<file path="src/rtl/tlb_pkg.sv">
package tlb_pkg;

    typedef enum logic [1:0] {
        ACC_FETCH = 2'd0,
        ACC_LOAD  = 2'd1,
        ACC_STORE = 2'd2
    } acc_kind_e;

    typedef enum logic [1:0] {
        ST_RUN   = 2'd0,
        ST_WAIT  = 2'd1,
        ST_FAULT = 2'd2
    } ctl_state_e;

endpackage

</file>
<file path="src/rtl/tlb_entry_array.sv">
module tlb_entry_array #(
    parameter int ENTRIES = 2,
    parameter int VPN_W   = 20,
    parameter int PPN_W   = 20,
    parameter int IDX_W   = 1
) (
    input  logic                clk,
    input  logic                rst_n,
    input  logic [VPN_W-1:0]    lookup_vpn,
    input  logic                touch_en,
    input  logic                clear_refs,
    input  logic                flush_all,
    input  logic                inst_en,
    input  logic [IDX_W-1:0]    inst_idx,
    input  logic [VPN_W-1:0]    inst_vpn,
    input  logic [PPN_W-1:0]    inst_ppn,
    input  logic                inst_wr,
    output logic [ENTRIES-1:0]  hit_vec,
    output logic [PPN_W-1:0]    hit_ppn,
    output logic                hit_wr,
    output logic [ENTRIES-1:0]  valid_vec,
    output logic [ENTRIES-1:0]  ref_vec
);

    logic [ENTRIES-1:0][PPN_W-1:0] masked_ppn;
    logic [ENTRIES-1:0]            masked_wr;

    for (genvar i = 0; i < ENTRIES; i++) begin : g_ent
        logic             vld_q;
        logic             ref_q;
        logic             wr_q;
        logic [VPN_W-1:0] tag_q;
        logic [PPN_W-1:0] ppn_q;
        logic             sel;

        assign sel = inst_en && (inst_idx == IDX_W'(i));

        always_ff @(posedge clk) begin
            if (!rst_n) begin
                vld_q <= 1'b0;
                ref_q <= 1'b0;
                wr_q  <= 1'b0;
                tag_q <= '0;
                ppn_q <= '0;
            end else if (flush_all) begin
                vld_q <= 1'b0;
                ref_q <= 1'b0;
            end else if (sel) begin
                vld_q <= 1'b1;
                ref_q <= 1'b1;
                wr_q  <= inst_wr;
                tag_q <= inst_vpn;
                ppn_q <= inst_ppn;
            end else if (clear_refs) begin
                ref_q <= 1'b0;
            end else if (touch_en && hit_vec[i]) begin
                ref_q <= 1'b1;
            end
        end

        assign hit_vec[i]    = vld_q && (tag_q == lookup_vpn);
        assign valid_vec[i]  = vld_q;
        assign ref_vec[i]    = ref_q;
        assign masked_ppn[i] = hit_vec[i] ? ppn_q : '0;
        assign masked_wr[i]  = hit_vec[i] && wr_q;
    end

    always_comb begin
        hit_ppn = '0;
        for (int k = 0; k < ENTRIES; k++) begin
            hit_ppn = hit_ppn | masked_ppn[k];
        end
        hit_wr = |masked_wr;
    end

endmodule

</file>
<file path="src/rtl/tlb_victim_pick.sv">
module tlb_victim_pick #(
    parameter int ENTRIES = 2,
    parameter int IDX_W   = 1
) (
    input  logic [ENTRIES-1:0] valid_vec,
    input  logic [ENTRIES-1:0] ref_vec,
    output logic [IDX_W-1:0]   victim_idx
);

    logic             any_free;
    logic             any_cold;
    logic [IDX_W-1:0] free_idx;
    logic [IDX_W-1:0] cold_idx;

    always_comb begin
        any_free = 1'b0;
        any_cold = 1'b0;
        free_idx = '0;
        cold_idx = '0;
        for (int i = ENTRIES - 1; i >= 0; i--) begin
            if (!valid_vec[i]) begin
                any_free = 1'b1;
                free_idx = IDX_W'(i);
            end
            if (!ref_vec[i]) begin
                any_cold = 1'b1;
                cold_idx = IDX_W'(i);
            end
        end
        if (any_free) begin
            victim_idx = free_idx;
        end else if (any_cold) begin
            victim_idx = cold_idx;
        end else begin
            victim_idx = '0;
        end
    end

endmodule

</file>
<file path="src/rtl/tlb_ctrl.sv">
module tlb_ctrl
    import tlb_pkg::*;
(
    input  logic clk,
    input  logic rst_n,
    input  logic req_valid,
    input  logic any_hit,
    input  logic fill_valid,
    input  logic fill_present,
    input  logic flush,
    output logic in_run,
    output logic capture,
    output logic inst_en,
    output logic refill_req,
    output logic page_fault
);

    ctl_state_e state_q;
    ctl_state_e state_d;

    always_ff @(posedge clk) begin
        if (!rst_n) begin
            state_q <= ST_RUN;
        end else begin
            state_q <= state_d;
        end
    end

    always_comb begin
        state_d = state_q;
        unique case (state_q)
            ST_RUN: begin
                if (req_valid && !any_hit) state_d = ST_WAIT;
            end
            ST_WAIT: begin
                if (fill_valid) state_d = fill_present ? ST_RUN : ST_FAULT;
            end
            ST_FAULT: begin
                state_d = ST_RUN;
            end
            default: begin
                state_d = ST_RUN;
            end
        endcase
        if (flush) state_d = ST_RUN;
    end

    always_comb begin
        in_run     = 1'b0;
        capture    = 1'b0;
        inst_en    = 1'b0;
        refill_req = 1'b0;
        page_fault = 1'b0;
        unique case (state_q)
            ST_RUN: begin
                in_run  = 1'b1;
                capture = req_valid && !any_hit;
            end
            ST_WAIT: begin
                refill_req = 1'b1;
                inst_en    = fill_valid && fill_present && !flush;
            end
            ST_FAULT: begin
                page_fault = 1'b1;
            end
            default: begin
                in_run = 1'b0;
            end
        endcase
    end

endmodule

</file>
<file path="src/rtl/tlb_xlate.sv">
module tlb_xlate
    import tlb_pkg::*;
#(
    parameter int ENTRIES   = 2,
    parameter int VPN_W     = 20,
    parameter int PPN_W     = 20,
    parameter int PAGE_BITS = 12,
    localparam int VA_W     = VPN_W + PAGE_BITS,
    localparam int PA_W     = PPN_W + PAGE_BITS
) (
    input  logic             clk,
    input  logic             rst_n,
    input  logic             req_valid,
    input  logic [VA_W-1:0]  req_vaddr,
    input  logic [1:0]       req_kind,
    output logic             resp_hit,
    output logic             resp_miss,
    output logic             resp_grant,
    output logic             prot_fault,
    output logic [PA_W-1:0]  resp_paddr,
    output logic             refill_req,
    output logic [VPN_W-1:0] refill_vpn,
    input  logic             fill_valid,
    input  logic             fill_present,
    input  logic [PPN_W-1:0] fill_ppn,
    input  logic             fill_writable,
    output logic             page_fault,
    input  logic             ref_clear,
    input  logic             flush
);

    localparam int IDX_W = (ENTRIES > 1) ? $clog2(ENTRIES) : 1;

    logic [VPN_W-1:0]     lk_vpn;
    logic [ENTRIES-1:0]   hit_vec;
    logic [ENTRIES-1:0]   valid_vec;
    logic [ENTRIES-1:0]   ref_vec;
    logic [PPN_W-1:0]     hit_ppn;
    logic                 hit_wr;
    logic                 any_hit;
    logic [IDX_W-1:0]     victim_idx;
    logic                 in_run;
    logic                 capture;
    logic                 inst_en;
    logic [VPN_W-1:0]     pend_vpn_q;
    logic                 is_store;

    assign lk_vpn  = req_vaddr[VA_W-1:PAGE_BITS];
    assign any_hit = |hit_vec;

    tlb_entry_array #(
        .ENTRIES (ENTRIES),
        .VPN_W   (VPN_W),
        .PPN_W   (PPN_W),
        .IDX_W   (IDX_W)
    ) u_array (
        .clk        (clk),
        .rst_n      (rst_n),
        .lookup_vpn (lk_vpn),
        .touch_en   (resp_hit),
        .clear_refs (ref_clear),
        .flush_all  (flush),
        .inst_en    (inst_en),
        .inst_idx   (victim_idx),
        .inst_vpn   (pend_vpn_q),
        .inst_ppn   (fill_ppn),
        .inst_wr    (fill_writable),
        .hit_vec    (hit_vec),
        .hit_ppn    (hit_ppn),
        .hit_wr     (hit_wr),
        .valid_vec  (valid_vec),
        .ref_vec    (ref_vec)
    );

    tlb_victim_pick #(
        .ENTRIES (ENTRIES),
        .IDX_W   (IDX_W)
    ) u_victim (
        .valid_vec  (valid_vec),
        .ref_vec    (ref_vec),
        .victim_idx (victim_idx)
    );

    tlb_ctrl u_ctrl (
        .clk          (clk),
        .rst_n        (rst_n),
        .req_valid    (req_valid),
        .any_hit      (any_hit),
        .fill_valid   (fill_valid),
        .fill_present (fill_present),
        .flush        (flush),
        .in_run       (in_run),
        .capture      (capture),
        .inst_en      (inst_en),
        .refill_req   (refill_req),
        .page_fault   (page_fault)
    );

    always_ff @(posedge clk) begin
        if (!rst_n) begin
            pend_vpn_q <= '0;
        end else if (capture) begin
            pend_vpn_q <= lk_vpn;
        end
    end

    assign is_store   = (req_kind == ACC_STORE);
    assign resp_hit   = req_valid && in_run && any_hit;
    assign resp_miss  = req_valid && in_run && !any_hit;
    assign prot_fault = resp_hit && is_store && !hit_wr;
    assign resp_grant = resp_hit && !(is_store && !hit_wr);
    assign resp_paddr = {hit_ppn, req_vaddr[PAGE_BITS-1:0]};
    assign refill_vpn = pend_vpn_q;

endmodule

</file>
<file path="config.mk">
export PLATFORM = sky130hd
export DESIGN_NAME = tlb_xlate
export DESIGN_NICKNAME = d
export VERILOG_FILES = /design/src/rtl/tlb_pkg.sv /design/src/rtl/tlb_entry_array.sv /design/src/rtl/tlb_victim_pick.sv /design/src/rtl/tlb_ctrl.sv /design/src/rtl/tlb_xlate.sv
export SDC_FILE = /design/constraint.sdc
export NUM_CORES = 1
export LEC_CHECK = 0
export ABC_CLOCK_PERIOD_IN_PS = 1900
export BUFFER_PORTS_ARGS = -buffer_cell sky130_fd_sc_hd__buf_2
export CAP_MARGIN = 30
export CORE_MARGIN = 4
export CORE_UTILIZATION = 40
export CTS_CLUSTER_SIZE = 20
export DETAILED_ROUTE_END_ITERATION = 6
export GPL_TIMING_DRIVEN = 0
export PLACE_DENSITY = 0.65
export SETUP_SLACK_MARGIN = 0.1
export SLEW_MARGIN = 20
export SYNTH_ARGS = -nofsm -noshare
export SYNTH_HDL_FRONTEND = slang
export SYNTH_SLANG_ARGS = --single-unit
</file>
<file path="constraint.sdc">
create_clock -name clk -period 1.9 [get_ports clk]
set_input_delay 0.285 -clock clk [delete_from_list [all_inputs] [get_ports clk]]
set_output_delay 0.285 -clock clk [all_outputs]
set_load 0.05 [all_outputs]
</file>
# == After elaboration in Yosys (flattened, before gate mapping) ==
# Cells that the tools add are included.
# W data, S select, Z words.
# op_classes
n_eq_ne,7
muxes,25
bitwise_logic,4
reduce_logical,31
# op_table
op,count
$eq A20 B20 Y1,2
$mux W20,2
$or A20 B20 Y20,1
$mux W1,19
$logic_and A1 B1 Y1,18
$mux W2,3
$reduce_and A2 Y1,3
$reduce_bool A3 Y1,2
$reduce_or A2 Y1,3
$eq A2 B2 Y1 const B,2
$logic_not A1 Y1,4
$pmux W2 S2,1
$not A1 Y1,3
$eq A2 B1 Y1 const B,1
$logic_not A2 Y1,1
$ne A2 B1 Y1 const B,1
$ne A2 B2 Y1 const B,1
# word_totals
register_bits,108
in_bits,62
output_inout_bits,58
elab_cells,79

# == Logic depth before layout (Yosys ltp) ==
# Gate-level depths: netlist (run 1).
# logic_depth
word_depth,8
mapped_depth,8
mapped_depth_nobuf,6

# == Modules after synthesis ==
# Synthesis (run 1) repeated with hierarchy kept, for this count alone.
# unflattened
hier_cells,577
hier_area_um2,5057.4
# modules_own_cells
module,n_inst,cells_each,area_per_inst_um2,seq_area_each_um2
tlb_entry_array,1,478,4026.4,1721.7
tlb_xlate,1,84,893.4,400.4
tlb_ctrl,1,13,123.9,40.0
tlb_victim_pick,1,2,13.8,0.0

# == Worst setup path after synthesis (run 1) ==
# OpenSTA, ideal clock, no wires.
# synth_path
path_kind,reg2out
from,reg u_array.g_ent[0].tag_q[11]
to,out prot_fault
arrival_ps,2901
required_time_ps,1615
slack_ps,-1286
path_stages_with_launch,7
path_buffers,0
path_cell_list,dfxtp_1 xor2_1 nor4_1 nand4_1 nor4_4 nor2_1 nor4_1
# synth_via
elab_chain_len,6
elab_cells_between_ends,9
cone_classes,1 x eq/ne; 8 x reduce/logical
# synth_rtl
item,line,text
start: declaration,tlb_entry_array.sv:32,logic [VPN_W-1:0] tag_q;
start signal: assignment,tlb_entry_array.sv:52,tag_q <= inst_vpn;
$eq A20 B20 Y1 *,tlb_entry_array.sv:61,assign hit_vec[i] = vld_q && (tag_q == lookup_vpn);
$logic_and A1 B1 Y1 *,tlb_entry_array.sv:61,
$reduce_or A2 Y1 or $logic_and A1 B1 Y1 (tied branches),"tlb_xlate.sv:49, tlb_entry_array.sv:65",
$logic_and A1 B1 Y1 or $reduce_or A2 Y1 (tied branches),"tlb_xlate.sv:108, tlb_entry_array.sv:73",
$logic_and A1 B1 Y1 or $logic_not A1 Y1 (tied branches),tlb_xlate.sv:110,assign prot_fault = resp_hit && is_store && !hit_wr;
$logic_and A1 B1 Y1 *,tlb_xlate.sv:110,
end: declaration,tlb_xlate.sv:19,"output logic prot_fault,"
# Mark *: on every way between the ends. The rest lies on a longest branch, timed or not.

# == Worst setup path after layout (run 1) ==
# layout_path
from,reg u_array.g_ent[1].tag_q[4]
to,out resp_paddr[27]
# layout_via
elab_chain_len,4
# layout_rtl
item,line,text
start: declaration,tlb_entry_array.sv:32,
start signal: assignment,tlb_entry_array.sv:52,
$eq A20 B20 Y1,tlb_entry_array.sv:61,
$logic_and A1 B1 Y1,tlb_entry_array.sv:61,
$mux W20,tlb_entry_array.sv:64,assign masked_ppn[i] = hit_vec[i] ? ppn_q : '0;
$or A20 B20 Y20,tlb_entry_array.sv:71,hit_ppn = hit_ppn | masked_ppn[k];
end: declaration,tlb_xlate.sv:20,"output logic [PA_W-1:0] resp_paddr,"
# Every way passes these cells.

==> metrics, run 1 <==
status finished with violations; failing checks setup timing; Die Wd roughly 120 um; WL per Instance ~17 um; n_diodes 0; post-detail-place hpwl 9850 um; RR Endpoint refill_vpn[6]$_SDFFE_PN0P_; internal cell power ~3700 uW; Max VDD drop about 460 uV; Cell Rows 39; setup ws final -629 ps; cts hold-fix bufs 0; CP Launch Type register; area of the multi-input gates between 2000 and 3000 um^2; CTS max path bufs 2; Initial Utilization approximately two fifths; HP Class input pin to register; router iterations before antenna repair 5; Fillers about 1100; Avg Inst Size Synth 8.42 um^2; power share of the combinational group 12.1%; initial antenna violation count 0; critical path required time approximately 1600 ps; layout cell share with drive strength beyond 1 30.6%; most common cell after layout, fill and taps aside nand2_1; Die ar. approximately 14000 um^2; Fmax approximately 400 MHz; min Tclk post-route between 2000 and 3000 ps; MaxCap Viol Count 0; unrepaired setup endpoints after global routing yes; fin area between 6000 and 7000 um^2; CTS H-tree depth 3; Clock Root Buffer clkbuf_16; port bufs roughly 110; leakage power ~0.0027 uW; min-delay src fill_present; via count roughly 4400; Synth Warn # 0; first-pass GRT wire length around 22000 um; Routed Antenna Nets 0; slowest stage delay, CP 330 ps; Top Layer Used met4; CTS Buf Count 9; All-Layer GR Usage 19.8%; Reg area approximately 2200 um^2; Critical Path AT around 2200 ps; routed wl met2 ~6900 um; initial DRC count 296; Sw Pwr 1200 uW; Net Sw Frac 24.6%; origin of the critical flop-to-flop path u_array.g_ent[1].tag_q[4]$_SDFFE_PN0P_; Synth cell types 29; register bit total from synthesis 108; via/cell ratio around 5.1; part of the cycle the worst path needs 133%; Rel. slew slack between 50% and 60%; Post-DP Area approximately 5700 um^2; WL final between 10000 and 15000 um; RePlAce Congestion roughly 0.81; Seq pwr share between 40 and 50%; Setup Skew around 6.7 ps; CP Capture Type primary output; area of the core between 10000 and 15000 um^2; critical path class register to primary output; Die Y 118 um; worst reg2reg path depth 11; Worst-Margin Slew approximately 650 ps; Post-Syn Area approximately 4800 um^2; clock sink count 108; grt ovf 0; hold path depth 2; Crit path max-delay family simple AND/OR/NAND/NOR gates; setup slack, reg-to-reg -320 ps; Clk pwr share approximately 40%; CP max FO 5; slowest cell on the critical path dfxtp_2; Syn Nets between 600 and 700; clk_lat worst skew approximately 340 ps; largest net degree at the start of global routing 16; Hold Vio Cnt, Final 0; cell chain of the critical path xor2_2 -> nor4_1 -> nand4_1 -> nor4_4 -> buf_6 -> buf_4 -> buf_16 -> a22o_2 -> buf_8; cells after synthesis about 570; final max-slew violation count 0; met3 WL 771 um; Layout Nets 767; # setup viols final 45; clk slew on worst S/H paths roughly 70 ps; CP bufs+invs 4; Pwr Density 735 nW/um^2; area delta synth->final 37.1%; Hold Crit Endpoint u_ctrl.state_q[1]$_SDFFE_PP0P_; CTS tree done; Seq/Total Area, Yosys 44.8%; Ports 120; total power 4860 uW; # DRC 0; commonest cells after routing, fill and taps aside nand2_1 (208), dfxtp_1 (102), buf_2 (85); number of global-route vias before repair roughly 4300; Routed met1 length ~6300 um
## per-stage QoR
step                utilization, %  setup WS (ps)  hold WS [ps]  std cells  setup TNS (ps)
floorplan                        -           -324           363        573           -5460
global placement              49.0           -942           444        823          -28900
detailed placement            49.0           -929           455        823          -28470
CTS                           55.0           -714           107        845          -20750
global route                  57.0           -718           165        851          -23440
finish                        57.0           -629           156        851          -19620
## worst reg2reg max path, cell delays in order, from the launching register on
cell	delay, ps
dfxtp_2	330
xor2_2	150
nor4_1	280
nand4_1	220
nor4_4	200
buf_6	180
buf_6	140
nor3_4	50
buf_6	140
buf_6	130
buf_12	140
mux2i_2	150
## kinds of logic (layout without fill, tap and decap cells)
group | Yosys count | in the layout | share of synthesized area (%)
buffers and inverters | 50 | 185 | 5.24
flip-flops | 108 | 108 | 44.8
AO/OA/AOI/OAI | 113 | 113 | 17.8
AND/OR/NAND/NOR | 242 | 242 | 20.8
multiplexers | 20 | 20 | 4.15
XOR/XNOR | 40 | 40 | 7.26
## synth_stat cells, drive strengths merged
cell	count	area [um^2]
nand2	208	781
dfxtp	108	2160
a21boi	82	616
clkbuf	30	113
xor2	24	210
a22o	21	184
mux2i	20	200
buf	18	133
xnor2	16	140
nor4	8	80.1
nor2	6	22.5
nand4	5	31.3
a21oi	4	20.0
nor3	4	25.0
nand3	3	15.0
nor2b	3	18.8
o21ai	3	15.0
and2	2	12.5
inv	2	7.51
nand2b	2	12.5
o22ai	2	12.5
o21ba	1	10.0
or2	1	6.26
## worst max path at each step
stage	start	endpoint	cells after the start	slack, ps
final	u_array.g_ent[1].tag_q[4]$_SDFFE_PN0P_	resp_paddr[27]	9	-630
after global routing	u_array.g_ent[1].tag_q[4]$_SDFFE_PN0P_	resp_paddr[27]	9	-720
after CTS	u_array.g_ent[0].tag_q[2]$_SDFFE_PN0P_	prot_fault	9	-710
after detailed placement	req_vaddr[30]	resp_paddr[12]	8	-930
after global placement	req_vaddr[30]	resp_paddr[12]	8	-940
after floorplan	u_array.g_ent[0].tag_q[1]$_SDFFE_PN0P_	prot_fault	6	-320
## power groups by stage
stage / registers (uW) / logic (uW) / clock network (uW)
floorplan: 2480 / 245 / 0
global placement: 2380 / 523 / 0
detailed placement: 2380 / 528 / 0
CTS: 2330 / 564 / 1970
global route: 2340 / 624 / 2070
finish: 2330 / 590 / 1940
## layout make-up
class / count / share of cell area [%]
clock inverter: 1 / 0.454
timing repair buffer: 121 / 14.0
inverter: 2 / 0.113
sequential: 108 / 32.8
multi-input combinational: 415 / 40.4
buffer: 48 / 5.37
tap: 143 / 2.70
clock buffer: 13 / 4.24
## flip-flops by register name (all words and copies together), names as in the netlist
signal	count
u_array.g_ent.ppn_q	40
u_array.g_ent.tag_q	40
u_array.g_ent.vld_q	2
u_array.g_ent.wr_q	2
u_array.g_ent.ref_q	2
refill_vpn	20
u_ctrl.state_q	2
## layer usage
metal | up-vias | GRT usage (%)
met3 | 10 | 4.28
met5 | - | 0
met4 | 0 | 4.62
li1 | 2137 | -
met1 | 2074 | 26.1
met2 | 132 | 33.4
## timing repair
item	in CTS	in global routing
buffers inserted	6	5
pin swaps	8	10
endpoints found under the hold margin	0	0
endpoints found under the setup margin	126	127
resized for setup	93	58
cloned	2	1
No activity file was read; power rests on OpenSTA's default activity.
==> run 2, diff against run 1 <==
--- a/config.mk
+++ b/config.mk
@@ -9,11 +9,10 @@
 export BUFFER_PORTS_ARGS = -buffer_cell sky130_fd_sc_hd__buf_2
 export CAP_MARGIN = 30
 export CORE_MARGIN = 4
-export CORE_UTILIZATION = 40
+export CORE_UTILIZATION = 36
 export CTS_CLUSTER_SIZE = 20
 export DETAILED_ROUTE_END_ITERATION = 6
 export GPL_TIMING_DRIVEN = 0
-export PLACE_DENSITY = 0.65
 export SETUP_SLACK_MARGIN = 0.1
 export SLEW_MARGIN = 20
 export SYNTH_ARGS = -nofsm -noshare
==> run 2 against run 1 <==
  * The run still ends with setup timing left
  * Worst setup slack got worse by 74 ps
  * Core utilization shrank 5.8 points
  * Count of clock-buffer cells in the layout is 1 lower
  * Die area up 10%
  * Clock power about the same
  * Critical endpoint is now prot_fault
==> metrics, run 2 (synthesis results as in run 1) <==
initial DRC count approximately 290; Crit. Startpoint u_array.g_ent[0].tag_q[2]$_SDFFE_PN0P_; WL final ~15000 um; WL per Instance between 15 and 20 um; met3 WL between 900 and 1000 um; cts hold-fix bufs 0; Cell Rows 42; post-detail-place hpwl about 10000 um; Sw Pwr around 1200 uW; area delta synth->final 39.9%; Seq pwr share between 40% and 50%; setup ws final -703 ps; Clk pwr share 39.8%; critical path class register to primary output; setup slack, reg-to-reg -290 ps; power share of the combinational group around 12%; via/cell ratio 4.97; Initial Utilization between 30% and 40%; MaxCap Viol Count 0; Die Wd between 100 and 150 um; Placed Cells approximately 860; clk_lat worst skew between 300 and 400 ps; Die Y 124 um; Ports 120; critical path required time around 1600 ps; Critical Path AT 2320 ps; Final Util 51.2%; # setup viols final 45; CTS Buf Count 9; Routed met1 length 6080 um; leakage power roughly 0.0027 uW; router iterations before antenna repair 4; Routed Antenna Nets 0; CP Capture Type primary output; CTS H-tree depth 3; first-pass GRT wire length approximately 23000 um; initial antenna violation count 0; Hold Vio Cnt, Final 0; fin area 6750 um^2; unrepaired setup endpoints after global routing yes; grt ovf 0; Setup Skew 7.19 ps; CTS max path bufs 2; Net Sw Frac 25.3%; CTS tree done; Worst-Margin Slew 619 ps; Fmax just under 400 MHz; Clock Root Buffer clkbuf_16; internal cell power ~3600 uW; number of global-route vias before repair ~4400; RePlAce Congestion 0.814; CP endpoint prot_fault; via count approximately 4400; CP Launch Type register; Pwr Density 710 nW/um^2; # DRC 0; fin cells approximately 900; Rel. slew slack about 59%; part of the cycle the worst path needs 137%; clk slew on worst S/H paths 70 ps; CP max FO 7; Max VDD drop between 600 and 700 uV; min Tclk post-route 2600 ps; most common cell after layout, fill and taps aside nand2_1; final max-slew violation count 0; Post-DP Area 5730 um^2; worst reg2reg path depth 10; largest net degree at the start of global routing 17; status finished with violations; origin of the critical flop-to-flop path u_array.g_ent[0].tag_q[2]$_SDFFE_PN0P_; RR Endpoint refill_vpn[6]$_SDFFE_PN0P_; port bufs roughly 110; All-Layer GR Usage approximately a fifth; routed wl met2 approximately 7500 um; Top Layer Used met4; HP Class input pin to register; area of the core 13200 um^2; Die ar. roughly 15000 um^2; commonest cells after routing, fill and taps aside nand2_1 (208), dfxtp_1 (104), buf_2 (83); layout cell share with drive strength beyond 1 a little under a third; worst slack at placement -956 ps; failing checks setup timing; Layout Nets between 700 and 800; clock sink count 108
-- run 2: cell count changes in the layout (fill, tap and decap cells not counted), sizes merged --
cell / before / now
clkinv: 0 / 2
clkinvlp: 0 / 1
diode: 0 / 1
buf: 144 / 148
-- run 2: worst max-delay path, stage by stage (launching register included) --
cell and delay [ps]:
dfxtp_2 330, xor2_1 160, nor4_1 290, nand4_1 220, nor4_4 260, buf_6 180, buf_4 140, nor2_2 60
nor4_4 150, buf_6 190
-- run 2: power groups by stage --
| stage | registers [uW] | clock network, uW | logic, uW |
|---|---|---|---|
| 2_1_floorplan | 2480 | 0 | 245 |
| 3_3_place_gp | 2380 | 0 | 527 |
| 3_5_place_dp | 2380 | 0 | 531 |
| 4_1_cts | 2330 | 1930 | 553 |
| 5_1_grt | 2340 | 2030 | 589 |
| 6_report | 2330 | 1910 | 554 |
-- run 2: what timing repair did --
| action | CTS | global route |
|---|---|---|
| pin swaps | 7 | 4 |
| setup buffers | 9 | 8 |
| hold endpoints to repair | 0 | 0 |
| endpoints found under the setup margin | 127 | 127 |
| resized for setup | 93 | 58 |
| cloned | 1 | 2 |
-- run 2: through the flow --
stage,TNS [ps],power (uW),hold WS (ps)
3_5_place_dp,-29090,2920,457
5_1_grt,-26530,4960,148
2_1_floorplan,-5460,2720,363
3_3_place_gp,-27680,2910,441
6_report,-20880,4790,145
4_1_cts,-19930,4820,114
-- run 2: worst min-delay path by stage --
stage                                                  from                                 endpoint  depth (start not counted)
floorplan                                      fill_present           u_ctrl.state_q[1]$_SDFFE_PP0P_                          1
global placement    u_array.g_ent[0].ppn_q[15]$_SDFFE_PN0P_  u_array.g_ent[0].ppn_q[15]$_SDFFE_PN0P_                          2
detailed placement  u_array.g_ent[0].ppn_q[10]$_SDFFE_PN0P_  u_array.g_ent[0].ppn_q[10]$_SDFFE_PN0P_                          2
CTS                                            fill_present           u_ctrl.state_q[1]$_SDFFE_PP0P_                          2
global route                                   fill_present           u_ctrl.state_q[1]$_SDFFE_PP0P_                          2
finish                                         fill_present           u_ctrl.state_q[1]$_SDFFE_PP0P_                          2
-- run 2: per-layer routing --
| metal | track usage [%] | up-vias |
|---|---|---|
| li1 | - | 2154 |
| met3 | 3.95 | 12 |
| met4 | 4.50 | 0 |
| met1 | 23.9 | 2138 |
| met2 | 33.8 | 129 |
| met5 | 0 | - |
-- run 2: area by class of cell --
type | instances | area, um^2
Sequential cell | 108 | 2170
Tap cell | 176 | 220
Fill cell | 1259 | 6440
Timing Repair Buffer | 127 | 1020
Clock buffer | 12 | 256
Antenna cell | 1 | 2.50
Inverter | 2 | 7.51
Buffer | 47 | 350
Clock inverter | 4 | 47.5
Multi-Input combinational cell | 415 | 2680
